$ cat src/rtl/cmdp_pkg.sv
package cmdp_pkg;
    localparam int WORD_W  = 32;
    localparam int PARAM_W = 16;
    localparam int OPC_W   = 10;
    localparam int REG_W   = 48;

    localparam logic [1:0] MODE_SHORT = 2'b00;
    localparam logic [1:0] MODE_LONG  = 2'b01;

    localparam logic [OPC_W-1:0] OPC_STOP      = 10'h000;
    localparam logic [OPC_W-1:0] OPC_RUN       = 10'h001;
    localparam logic [OPC_W-1:0] OPC_XFER      = 10'h002;
    localparam logic [OPC_W-1:0] OPC_WAIT_RUN  = 10'h003;
    localparam logic [OPC_W-1:0] OPC_WAIT_XFER = 10'h004;
    localparam logic [PARAM_W-1:0] STOP_PARAM  = 16'hFFFF;

    typedef enum logic [3:0] {
        K_STOP, K_RUN, K_XFER, K_WAIT_RUN, K_WAIT_XFER,
        K_CFG_SHORT, K_CFG_LONG, K_BAD_MODE, K_BAD_OPC
    } kind_e;

    typedef enum logic [1:0] {
        ERR_NONE = 2'd0, ERR_MODE = 2'd1, ERR_OPC = 2'd2, ERR_LEN = 2'd3
    } err_e;

    typedef enum logic [2:0] {
        ST_HDR, ST_PAY, ST_WAIT, ST_STOP, ST_ERR
    } st_e;
endpackage

$ cat src/rtl/cmdp_hdr_decode.sv
module cmdp_hdr_decode
    import cmdp_pkg::*;
#(
    parameter int NREG = 8,
    localparam int IDX_W = $clog2(NREG)
) (
    input  logic [WORD_W-1:0] hdr,
    output kind_e             kind,
    output logic              xfer_bank,
    output logic [IDX_W-1:0]  slot
);
    logic [1:0]         mode;
    logic [OPC_W-1:0]   opc;
    logic [PARAM_W-1:0] prm;
    logic               cfg_hit;

    always_comb begin
        mode      = hdr[15:14];
        opc       = hdr[OPC_W-1:0];
        prm       = hdr[31:16];
        // 0x100..0x1FF: bit 7 picks the bank, bits 6:0 the register
        cfg_hit   = (opc[9:8] == 2'b01) && (int'(opc[6:0]) < NREG);
        xfer_bank = opc[7];
        slot      = opc[IDX_W-1:0];
        kind      = K_BAD_OPC;
        if (mode == MODE_LONG) begin
            if (cfg_hit) kind = K_CFG_LONG;
        end else if (mode == MODE_SHORT) begin
            if (cfg_hit) begin
                kind = K_CFG_SHORT;
            end else begin
                case (opc)
                    OPC_STOP:      if (prm == STOP_PARAM) kind = K_STOP;
                    OPC_RUN:       kind = K_RUN;
                    OPC_XFER:      kind = K_XFER;
                    OPC_WAIT_RUN:  kind = K_WAIT_RUN;
                    OPC_WAIT_XFER: kind = K_WAIT_XFER;
                    default:       kind = K_BAD_OPC;
                endcase
            end
        end else begin
            kind = K_BAD_MODE;
        end
    end
endmodule

$ cat src/rtl/cmdp_job_counter.sv
module cmdp_job_counter #(
    parameter int CNT_W = 4
) (
    input  logic             clk,
    input  logic             rst_n,
    input  logic             inc,
    input  logic             dec,
    output logic [CNT_W-1:0] count
);
    localparam logic [CNT_W-1:0] CNT_MAX = '1;

    logic [CNT_W-1:0] cnt_d, cnt_q;

    always_comb begin
        cnt_d = cnt_q;
        if (inc && !dec) begin
            if (cnt_q != CNT_MAX) cnt_d = cnt_q + CNT_W'(1);
        end else if (dec && !inc) begin
            if (cnt_q != '0) cnt_d = cnt_q - CNT_W'(1);
        end
    end

    always_ff @(posedge clk or negedge rst_n) begin
        if (!rst_n) cnt_q <= '0;
        else        cnt_q <= cnt_d;
    end

    assign count = cnt_q;
endmodule

$ cat src/rtl/cmdp_cfg_bank.sv
module cmdp_cfg_bank #(
    parameter int NREG  = 8,
    parameter int REG_W = 48,
    localparam int IDX_W = $clog2(NREG)
) (
    input  logic             clk,
    input  logic             rst_n,
    input  logic             we,
    input  logic [IDX_W-1:0] widx,
    input  logic [REG_W-1:0] wdata,
    input  logic [IDX_W-1:0] ridx,
    output logic [REG_W-1:0] rdata
);
    logic [REG_W-1:0] mem_q [NREG];

    always_ff @(posedge clk or negedge rst_n) begin
        if (!rst_n) begin
            for (int i = 0; i < NREG; i++) mem_q[i] <= '0;
        end else if (we) begin
            mem_q[widx] <= wdata;
        end
    end

    assign rdata = mem_q[ridx];
endmodule

$ cat src/rtl/cmdp_parser.sv
module cmdp_parser
    import cmdp_pkg::*;
#(
    parameter int NREG     = 8,
    parameter int CNT_W    = 4,
    parameter int LEN_LOG2 = 24,
    localparam int IDX_W   = $clog2(NREG)
) (
    input  logic                clk,
    input  logic                rst_n,
    input  logic                in_valid,
    input  logic [31:0]         in_data,
    output logic                in_ready,
    input  logic                run_done,
    input  logic                xfer_done,
    output logic                op_valid,
    output logic                op_xfer,
    output logic [9:0]          op_code,
    output logic [15:0]         op_param,
    output logic [CNT_W-1:0]    run_pending,
    output logic [CNT_W-1:0]    xfer_pending,
    input  logic                rd_xfer,
    input  logic [IDX_W-1:0]    rd_idx,
    output logic [47:0]         rd_data,
    output logic                done,
    output logic                err,
    output logic [1:0]          err_kind,
    output logic [LEN_LOG2-1:0] err_off
);
    localparam int LVL_W = 4;  // wait level field below the channel bits

    typedef struct packed {
        st_e                 st;
        logic [PARAM_W-1:0]  hdr_prm;
        logic                hdr_xfer;
        logic [IDX_W-1:0]    hdr_slot;
        logic [LEN_LOG2-1:0] hdr_off;
        logic [LEN_LOG2-1:0] off;
        logic                wait_xfer;
        logic [LVL_W-1:0]    wait_lvl;
        logic                op_valid;
        logic                op_xfer;
        logic [OPC_W-1:0]    op_code;
        logic [PARAM_W-1:0]  op_param;
        err_e                err_kind;
        logic [LEN_LOG2-1:0] err_off;
    } ctl_t;

    ctl_t ctl_d, ctl_q;

    kind_e            dec_kind;
    logic             dec_xfer;
    logic [IDX_W-1:0] dec_slot;

    logic             wr_en, wr_xfer;
    logic [IDX_W-1:0] wr_idx;
    logic [REG_W-1:0] wr_data;
    logic             run_inc, xfer_inc;
    logic [CNT_W-1:0] run_cnt, xfer_cnt;
    logic             at_limit, wait_met, hdr_phase;
    logic [REG_W-1:0] bank_rd [2];

    cmdp_hdr_decode #(.NREG(NREG)) i_dec (
        .hdr       (in_data),
        .kind      (dec_kind),
        .xfer_bank (dec_xfer),
        .slot      (dec_slot)
    );

    cmdp_job_counter #(.CNT_W(CNT_W)) i_run_cnt (
        .clk, .rst_n, .inc(run_inc), .dec(run_done), .count(run_cnt)
    );

    cmdp_job_counter #(.CNT_W(CNT_W)) i_xfer_cnt (
        .clk, .rst_n, .inc(xfer_inc), .dec(xfer_done), .count(xfer_cnt)
    );

    for (genvar gb = 0; gb < 2; gb++) begin : g_bank
        cmdp_cfg_bank #(.NREG(NREG), .REG_W(REG_W)) i_bank (
            .clk, .rst_n,
            .we    (wr_en && (wr_xfer == (gb == 1))),
            .widx  (wr_idx),
            .wdata (wr_data),
            .ridx  (rd_idx),
            .rdata (bank_rd[gb])
        );
    end

    always_comb begin
        hdr_phase = (ctl_q.st == ST_HDR);
        // the next accepted word would end exactly on the length limit
        at_limit  = &ctl_q.off[LEN_LOG2-1:2];
        wait_met  = ctl_q.wait_xfer ? (int'(xfer_cnt) <= int'(ctl_q.wait_lvl))
                                    : (int'(run_cnt)  <= int'(ctl_q.wait_lvl));
    end

    always_comb begin
        ctl_d          = ctl_q;
        ctl_d.op_valid = 1'b0;
        wr_en          = 1'b0;
        wr_xfer        = 1'b0;
        wr_idx         = '0;
        wr_data        = '0;
        run_inc        = 1'b0;
        xfer_inc       = 1'b0;
        case (ctl_q.st)
            ST_HDR: if (in_valid) begin
                if (at_limit) begin
                    ctl_d.st       = ST_ERR;
                    ctl_d.err_kind = ERR_LEN;
                    ctl_d.err_off  = ctl_q.off;
                end else begin
                    ctl_d.off      = ctl_q.off + LEN_LOG2'(4);
                    ctl_d.hdr_off  = ctl_q.off;
                    ctl_d.hdr_prm  = in_data[31:16];
                    ctl_d.hdr_xfer = dec_xfer;
                    ctl_d.hdr_slot = dec_slot;
                    case (dec_kind)
                        K_STOP: ctl_d.st = ST_STOP;
                        K_RUN, K_XFER: begin
                            ctl_d.op_valid = 1'b1;
                            ctl_d.op_xfer  = (dec_kind == K_XFER);
                            ctl_d.op_code  = in_data[OPC_W-1:0];
                            ctl_d.op_param = in_data[31:16];
                            run_inc        = (dec_kind == K_RUN);
                            xfer_inc       = (dec_kind == K_XFER);
                        end
                        K_WAIT_RUN, K_WAIT_XFER: begin
                            ctl_d.st        = ST_WAIT;
                            ctl_d.wait_xfer = (dec_kind == K_WAIT_XFER);
                            ctl_d.wait_lvl  = in_data[16 +: LVL_W];
                        end
                        K_CFG_SHORT: begin
                            wr_en   = 1'b1;
                            wr_xfer = dec_xfer;
                            wr_idx  = dec_slot;
                            wr_data = REG_W'(in_data[31:16]);
                        end
                        K_CFG_LONG: ctl_d.st = ST_PAY;
                        K_BAD_MODE: begin
                            ctl_d.st       = ST_ERR;
                            ctl_d.err_kind = ERR_MODE;
                            ctl_d.err_off  = ctl_q.off;
                        end
                        default: begin
                            ctl_d.st       = ST_ERR;
                            ctl_d.err_kind = ERR_OPC;
                            ctl_d.err_off  = ctl_q.off;
                        end
                    endcase
                end
            end
            ST_PAY: if (in_valid) begin
                if (at_limit) begin
                    ctl_d.st       = ST_ERR;
                    ctl_d.err_kind = ERR_LEN;
                    ctl_d.err_off  = ctl_q.hdr_off;
                end else begin
                    ctl_d.off = ctl_q.off + LEN_LOG2'(4);
                    ctl_d.st  = ST_HDR;
                    wr_en     = 1'b1;
                    wr_xfer   = ctl_q.hdr_xfer;
                    wr_idx    = ctl_q.hdr_slot;
                    wr_data   = {ctl_q.hdr_prm, in_data};
                end
            end
            ST_WAIT: if (wait_met) ctl_d.st = ST_HDR;
            default: ;
        endcase
    end

    always_ff @(posedge clk or negedge rst_n) begin
        if (!rst_n) ctl_q <= '0;
        else        ctl_q <= ctl_d;
    end

    assign in_ready     = hdr_phase || (ctl_q.st == ST_PAY);
    assign op_valid     = ctl_q.op_valid;
    assign op_xfer      = ctl_q.op_xfer;
    assign op_code      = ctl_q.op_code;
    assign op_param     = ctl_q.op_param;
    assign run_pending  = run_cnt;
    assign xfer_pending = xfer_cnt;
    assign rd_data      = bank_rd[rd_xfer];
    assign done         = (ctl_q.st == ST_STOP);
    assign err          = (ctl_q.st == ST_ERR);
    assign err_kind     = ctl_q.err_kind;
    assign err_off      = ctl_q.err_off;
endmodule

$ cat config.mk
export PLATFORM = sky130hd
export DESIGN_NAME = cmdp_parser
export DESIGN_NICKNAME = d
export VERILOG_FILES = /design/src/rtl/cmdp_pkg.sv /design/src/rtl/cmdp_hdr_decode.sv /design/src/rtl/cmdp_job_counter.sv /design/src/rtl/cmdp_cfg_bank.sv /design/src/rtl/cmdp_parser.sv
export SDC_FILE = /design/constraint.sdc
export NUM_CORES = 1
export LEC_CHECK = 0
export CAP_MARGIN = 15
export CORE_MARGIN = 2
export CORE_UTILIZATION = 45
export CTS_CLUSTER_DIAMETER = 50
export DETAILED_ROUTE_END_ITERATION = 7
export MAX_ROUTING_LAYER = met4
export PLACE_DENSITY = 0.68
export SETUP_SLACK_MARGIN = 0.5
export SYNTH_ARGS = -nofsm -noshare
export SYNTH_HDL_FRONTEND = slang
export SYNTH_HIERARCHICAL = 1
export SYNTH_SLANG_ARGS = --single-unit
$ cat constraint.sdc
create_clock -name clk -period 3.26 [get_ports clk]
set_input_delay 0.326 -clock clk [delete_from_list [all_inputs] [get_ports clk]]
set_output_delay 0.326 -clock clk [all_outputs]
set_load 0.02 [all_outputs]
Yosys cells after proc, flatten, opt, wreduce, memory -nomap -nowiden --
Cells that the tools add are included.
Word-level totals: logic and storage cells 196, output and inout bits 113, register bits 906, input port bits 41
Operators by class: bitwise logic cells 5, reduce and logical (&&, ||, !) cells 38, $lt $le $gt $ge 7, muxes and demuxes 79, add/sub/neg operators 5, equal/unequal tests 30
Operator list (count):
- bitwise mux 384 bit | 2
- two-way mux 48 bit | 10
- binary-select mux 48 bit (select 3 bit) | 2
- demux 48 bit (select 3 bit) | 1
- two-way mux 130 bit | 1
- one-hot mux 26 bit (2 select lines) | 2
- two-way mux 101 bit | 1
- one-hot mux 48 bit (2 select lines) | 1
- two-way mux 26 bit | 3
- two-way mux 28 bit | 2
- two-way mux 4 bit | 13
- two-way mux 16 bit | 3
- two-way mux 24 bit | 2
- one-hot mux 24 bit (2 select lines) | 1
- two-way mux 3 bit | 9
- adder 24 x 3 -> 24 bit, second input constant | 1
- AND reduction 22 bit | 1
- equality test 10 x 2 -> 1 bit, second input constant | 2
- one-hot mux 4 bit (5 select lines) | 1
- two-way mux 1 bit | 19
- equality test 16 bit, second input constant | 1
- equality test 4 x 3 -> 1 bit, second input constant | 4
- != test 2 bit, second input constant | 8
- AND reduction 5 bit | 3
- other kinds (40) | 71

Longest topological paths before layout --
depth after elaboration 17, mapped depth 15, mapped depth without buffers 12

Modules after synthesis --
Netlist, hierarchy kept.
Modules (own cells, without submodules):
- cmdp_cfg_bank | cells an instance 987, times used 2, sequential area each 9609.2 sq um, area an instance 17339.1 sq um
- cmdp_parser | cells an instance 646, times used 1, sequential area each 3103.0 sq um, area an instance 6972.9 sq um
- cmdp_job_counter | cells an instance 25, times used 2, sequential area each 100.1 sq um, area an instance 280.3 sq um
- cmdp_hdr_decode | cells an instance 29, times used 1, sequential area each 0.0 sq um, area an instance 188.9 sq um

Worst setup path after synthesis --
No wires, ideal clock.
kind input to register, start point input port in_data[6], end point register g_bank[0].i_bank/mem_q[315] in the netlist's numbering, stages on the path 13, slack -1.229 ns, data required time 3.132 ns, data arrival time 4.361 ns, cells stage by stage or4_4 or4b_1 a32o_1 nand2b_1 nor2_1 nand2_1 nor2_1 a21oi_1 nor4_1 and4bb_1 buf_2 buf_2 mux2_1
Between the ends: longest elaborated chain between the ends 16, elaborated cells on any way between the ends 34
RTL lines:
- start: declaration | RTL line cmdp_parser.sv:12 | input logic [31:0] in_data,
- less-than comparator 7 x 4 -> 1 bit (tied with other cells) | RTL line cmdp_hdr_decode.sv:22 | cfg_hit = (opc[9:8] == 2'b01) && (int'(opc[6:0]) < NREG);
- logical AND 1 bit / one-hot mux 4 bit (5 select lines) (equally long branches) | RTL line cmdp_hdr_decode.sv:22, cmdp_hdr_decode.sv:32
- two-way mux 4 bit | RTL line cmdp_hdr_decode.sv:29 | if (cfg_hit) begin
- two-way mux 4 bit | RTL line cmdp_hdr_decode.sv:28 | end else if (mode == MODE_SHORT) begin
- two-way mux 4 bit * | RTL line cmdp_hdr_decode.sv:26 | if (mode == MODE_LONG) begin
- net dec_kind[3] | RTL line cmdp_parser.sv:51 | kind_e dec_kind;
- equality test 4 x 3 -> 1 bit * | RTL line cmdp_parser.sv:118 | case (dec_kind)
- two-way mux 3 bit * | RTL line cmdp_parser.sv:118
- [2 not listed]
- one-hot mux 3 bit (2 select lines) * | RTL line cmdp_parser.sv:106 | case (ctl_q.st)
- net wr_idx[0] | RTL line cmdp_parser.sv:56 | logic [IDX_W-1:0] wr_idx;
- inverter 3 -> 4 bit (not written as such) * | RTL line cmdp_cfg_bank.sv:20 | mem_q[widx] <= wdata;
- >= comparator 4 bit (not written as such) / less-than comparator 4 x 1 -> 1 bit (equally long branches) | RTL line cmdp_cfg_bank.sv:20
- logical AND 1 bit (not written as such) | RTL line cmdp_cfg_bank.sv:20
- two-way mux 48 bit (not written as such) | RTL line cmdp_cfg_bank.sv:20
- demux 48 bit (select 3 bit) * | RTL line cmdp_cfg_bank.sv:20
- bitwise mux 384 bit * | RTL line cmdp_cfg_bank.sv:20
- end signal: indexed assignment | RTL line cmdp_cfg_bank.sv:20
- end: declaration | RTL line cmdp_cfg_bank.sv:14 | logic [REG_W-1:0] mem_q [NREG];
The timed path passes the listed nets; every way through them passes the cells marked *. A chain may end at the register's enable or synchronous reset.

Worst setup path after layout --
start point input port in_data[3], end point register g_bank[0].i_bank/mem_q[133] in the netlist's numbering
Between the ends: longest elaborated chain between the ends 16, elaborated cells on any way between the ends 34
RTL lines:
- less-than comparator 7 x 4 -> 1 bit (tied with other cells) | RTL line cmdp_hdr_decode.sv:22
- logical AND 1 bit / one-hot mux 4 bit (5 select lines) (equally long branches) | RTL line cmdp_hdr_decode.sv:22, cmdp_hdr_decode.sv:32
- two-way mux 4 bit | RTL line cmdp_hdr_decode.sv:29
- two-way mux 4 bit | RTL line cmdp_hdr_decode.sv:28
- two-way mux 4 bit * | RTL line cmdp_hdr_decode.sv:26
- net dec_kind[3] | RTL line cmdp_parser.sv:51
- equality test 4 x 3 -> 1 bit * | RTL line cmdp_parser.sv:118
- two-way mux 3 bit | RTL line cmdp_parser.sv:118
- two-way mux 3 bit | RTL line cmdp_parser.sv:108 | if (at_limit) begin
- two-way mux 3 bit | RTL line cmdp_parser.sv:107 | ST_HDR: if (in_valid) begin
- one-hot mux 3 bit (2 select lines) | RTL line cmdp_parser.sv:106
- inverter 3 -> 4 bit (not written as such) | RTL line cmdp_cfg_bank.sv:20
- >= comparator 4 bit (not written as such) / less-than comparator 4 x 1 -> 1 bit (equally long branches) | RTL line cmdp_cfg_bank.sv:20
- logical AND 1 bit (not written as such) | RTL line cmdp_cfg_bank.sv:20
- two-way mux 48 bit (not written as such) | RTL line cmdp_cfg_bank.sv:20
- demux 48 bit (select 3 bit) | RTL line cmdp_cfg_bank.sv:20
- bitwise mux 384 bit | RTL line cmdp_cfg_bank.sv:20
Marked as above.

==> reports/metrics.yaml <==
finalCritPeriodShare: 1.05
async_flop_share: 1.00
drt-total-wl_um: 128000
wl_met1_um: 53000
wl_per_cell_um: 28.9
cts_made_buffers: 105
first_global_vias: 27900
grt_start_max_net_pins: 85
firstDrtPassIters: 5
crit_path_top_delay_cell: "or4b_4"
worst_pin_slew_ps: 803
fin_setup_tns_ps: -31050
drv_slew: 0
top_layer: "met4"
htree_levels: 3
syn_area_um2: 42400
avgSynthCellArea_um2: 15.7
fmax_ghz: 0.293
post-dp-hpwl_um: 71900
hold_path.class: "in2reg"
dieArea_um2: 96700
synth-seq-cells: 900
critical_path_arrival_ps: 3970
drt_iter0_drc: 1987
ys_types: 64
min_period_ps: 3420
yosys_warnings: 6
hp-start: "in_data[5]"
initial_utilization: 0.454
reg2reg_slack_ps: 70
dr_total_vias: 26200
gr-total-overflow: 0
path_class: "in2reg"
maxCapViolations: 0
io_pins: 154
cpMostUsedCell: "buf_4"
fp-row-count: 112
clock-root-buffer: "clkbuf_16"
gp_congestion: 0.847
cts.clk_slew.worst_paths_ps: 60
io_buffer_count: 151
hold_viol: 0
path_cells: "dlygate4sd2_1, or3_4, or4b_4, a32o_2, nand2b_4, nor2_4, buf_4, buf_6, nand2_1, o22a_1, nor2_1, buf_4, buf_4, nand4b_1, buf_6, clkbuf_16, mux2_4"
synth_ff_type: "dfrtp_1"
mostFrequentLayoutCell: "dfrtp_1"
r2r-end: "g_bank[1].i_bank/mem_q[255]"
vdd_ir_drop_max_uv: 499
p_per_area_nw_per_um2: 497
clk_path_buf_depth: 3
synth_area_leaders: "dfrtp_1 (53%), mux2_2 (16%), mux2_1 (9.1%), mux4_2 (8.9%), mux2_4 (2.8%)"
syn2layout_area_growth_pct: 29.3
dp.cells: 4120
cts_tree: "built"
setup_viol: 534
dr_wl_met2_um: 60800
status: "finished with violations"
setup_ws_ps: -158
clock_latency_ps: 700
mostFrequentLayoutCells: "dfrtp_1 (897), mux2_4 (474), mux2_2 (457)"
die_x_um: 311
netlist_instances: 2699
finalNonFillerCells: 4445
viasPerCell: 5.90
fin_skew_ps: 32.4
clock-sinks: 900
r2r.worst_path.cells: 10
seq_area_frac_synth: 0.531
min_path_cells: 3
ant_nets: 0
drc: 0
nNetsFinal: 3156
die_y_um: 311
synth_top_cell_by_area: "dfrtp_1"
synth-edff-count: 0
synth_top_area_frac: 0.531
worstPathRequired_ps: 3810
antenna_found_initial: 7
grt_pass1_wl_um: 178000
violations: "negative setup slack"
grtUsageTotal: 0.251
endpoint_kind: "register"
power.leakage_nw: 26.8
drive_gt1_frac: 0.536
cp_max_fo: 6
slowest_delay_ps: 530
r2r_start: "ctl_q[71]"
grt_setup_unrepaired: "yes"
met3_length_um: 10200
crit_path_start_kind: "primary input"
slew_headroom: 0.465
nFillCells: 6796
holdPathEnd: "op_code[5]"
core-area_um2: 93300
worst max path at each step:
stage | slack (ps) | to | startpoint
after detailed placement | -1380 | i_run_cnt/count[3] | in_data[8]
after floorplan | -340 | i_xfer_cnt/count[3] | in_data[6]
after global routing | -170 | g_bank[0].i_bank/mem_q[133] | in_data[14]
final | -160 | g_bank[0].i_bank/mem_q[133] | in_data[3]
after CTS | 40 | g_bank[0].i_bank/mem_q[372] | ctl_q[67]
after global placement | -1320 | i_run_cnt/count[3] | in_data[8]
flip-flops by register name, indices dropped and copies added (netlist names):
name / flops
err_off: 22
i_run_cnt/count: 4
op_xfer: 1
err_kind: 2
op_param: 16
op_valid: 1
g_bank.i_bank/mem_q: 768
i_xfer_cnt/count: 4
op_code: 10
ctl_q: 72
per-layer routing:
metal / GRT usage / vias to the layer above
met5: - / -
met4: 0.0841 / 0
li1: - / 10800
met1: 0.325 / 14100
met2: 0.388 / 1022
met3: 0.0601 / 283
power by group:
group	switching (mW)	total, mW	leakage [nW]	internal, mW
clock	4.81	11.9	1.72	7.06
sequential	0.408	12.1	12.5	11.7
combinational	1.75	3.30	12.6	1.55
Yosys cell counts (all sizes together), types with 3 or more instances:
| cell | instances |
|---|---|
| mux2 | 1005 |
| dfrtp | 900 |
| mux4 | 192 |
| buf | 178 |
| nand2 | 70 |
| clkbuf | 52 |
| and2 | 33 |
| nor2 | 28 |
| nand3 | 26 |
| a22o | 22 |
| inv | 17 |
| xnor2 | 16 |
| a21oi | 15 |
| ha | 15 |
| nand4 | 15 |
| xor2 | 13 |
| nor3 | 11 |
| o21ai | 9 |
| or3 | 9 |
| and4bb | 6 |
| nand4b | 6 |
| nor4 | 6 |
| o31ai | 6 |
| and3 | 5 |
| nand2b | 4 |
| or4 | 4 |
| a211oi | 3 |
| a31o | 3 |
| a31oi | 3 |
cell families (layout without fill, tap and decap cells):
logic type | count (synthesis) | count (layout) | share of synthesized area
simple gates | 231 | 231 | 0.0299
xor+xnor | 29 | 29 | 0.00599
mux | 1199 | 1199 | 0.379
buf+inv | 247 | 728 | 0.0355
other cells | 1 | 12 | 0.0000884
flops | 900 | 900 | 0.531
compound gates | 75 | 75 | 0.0134
fa+ha+maj | 17 | 17 | 0.00537
per-stage QoR:
step / utilization / power [mW] / hold slack, ps / setup WS [ps] / instance area (um^2)
floorplan: - / 14.1 / 30.4 / -339 / 42700
global placement: 0.504 / 15.4 / 383 / -1320 / 47000
detailed placement: 0.504 / 15.5 / 389 / -1380 / 47000
CTS: 0.556 / 27.4 / 9.43 / 37.7 / 51900
global route: 0.587 / 28.2 / 13.3 / -172 / 54800
finish: 0.588 / 27.3 / 27.5 / -158 / 54800
critical path: cells and delay by family:
family          cells  cell delay [ps]
simple gates        7             1630
compound gates      2              460
buf+inv             7             1240
mux                 1              290
area by class of cell:
class	instances	area [um^2]	area share
antenna	10	25.0	0.000456
clock buffer	150	3000	0.0547
clock inverter	40	534	0.00974
inverter	17	68.8	0.00125
multi-input combinational	1553	20100	0.367
sequential	900	22500	0.411
tap	1254	1570	0.0286
timing repair buffer	521	6980	0.127
repair_timing:
item	4_1_cts	5_1_grt
hold endpoints to repair	53	0
gates cloned	20	45
setup endpoints to repair	882	853
buffers inserted	26	33
pin swaps	22	24
gates resized for setup	173	440
hold buffers	1	0
No activity file was read; power rests on OpenSTA's default activity.
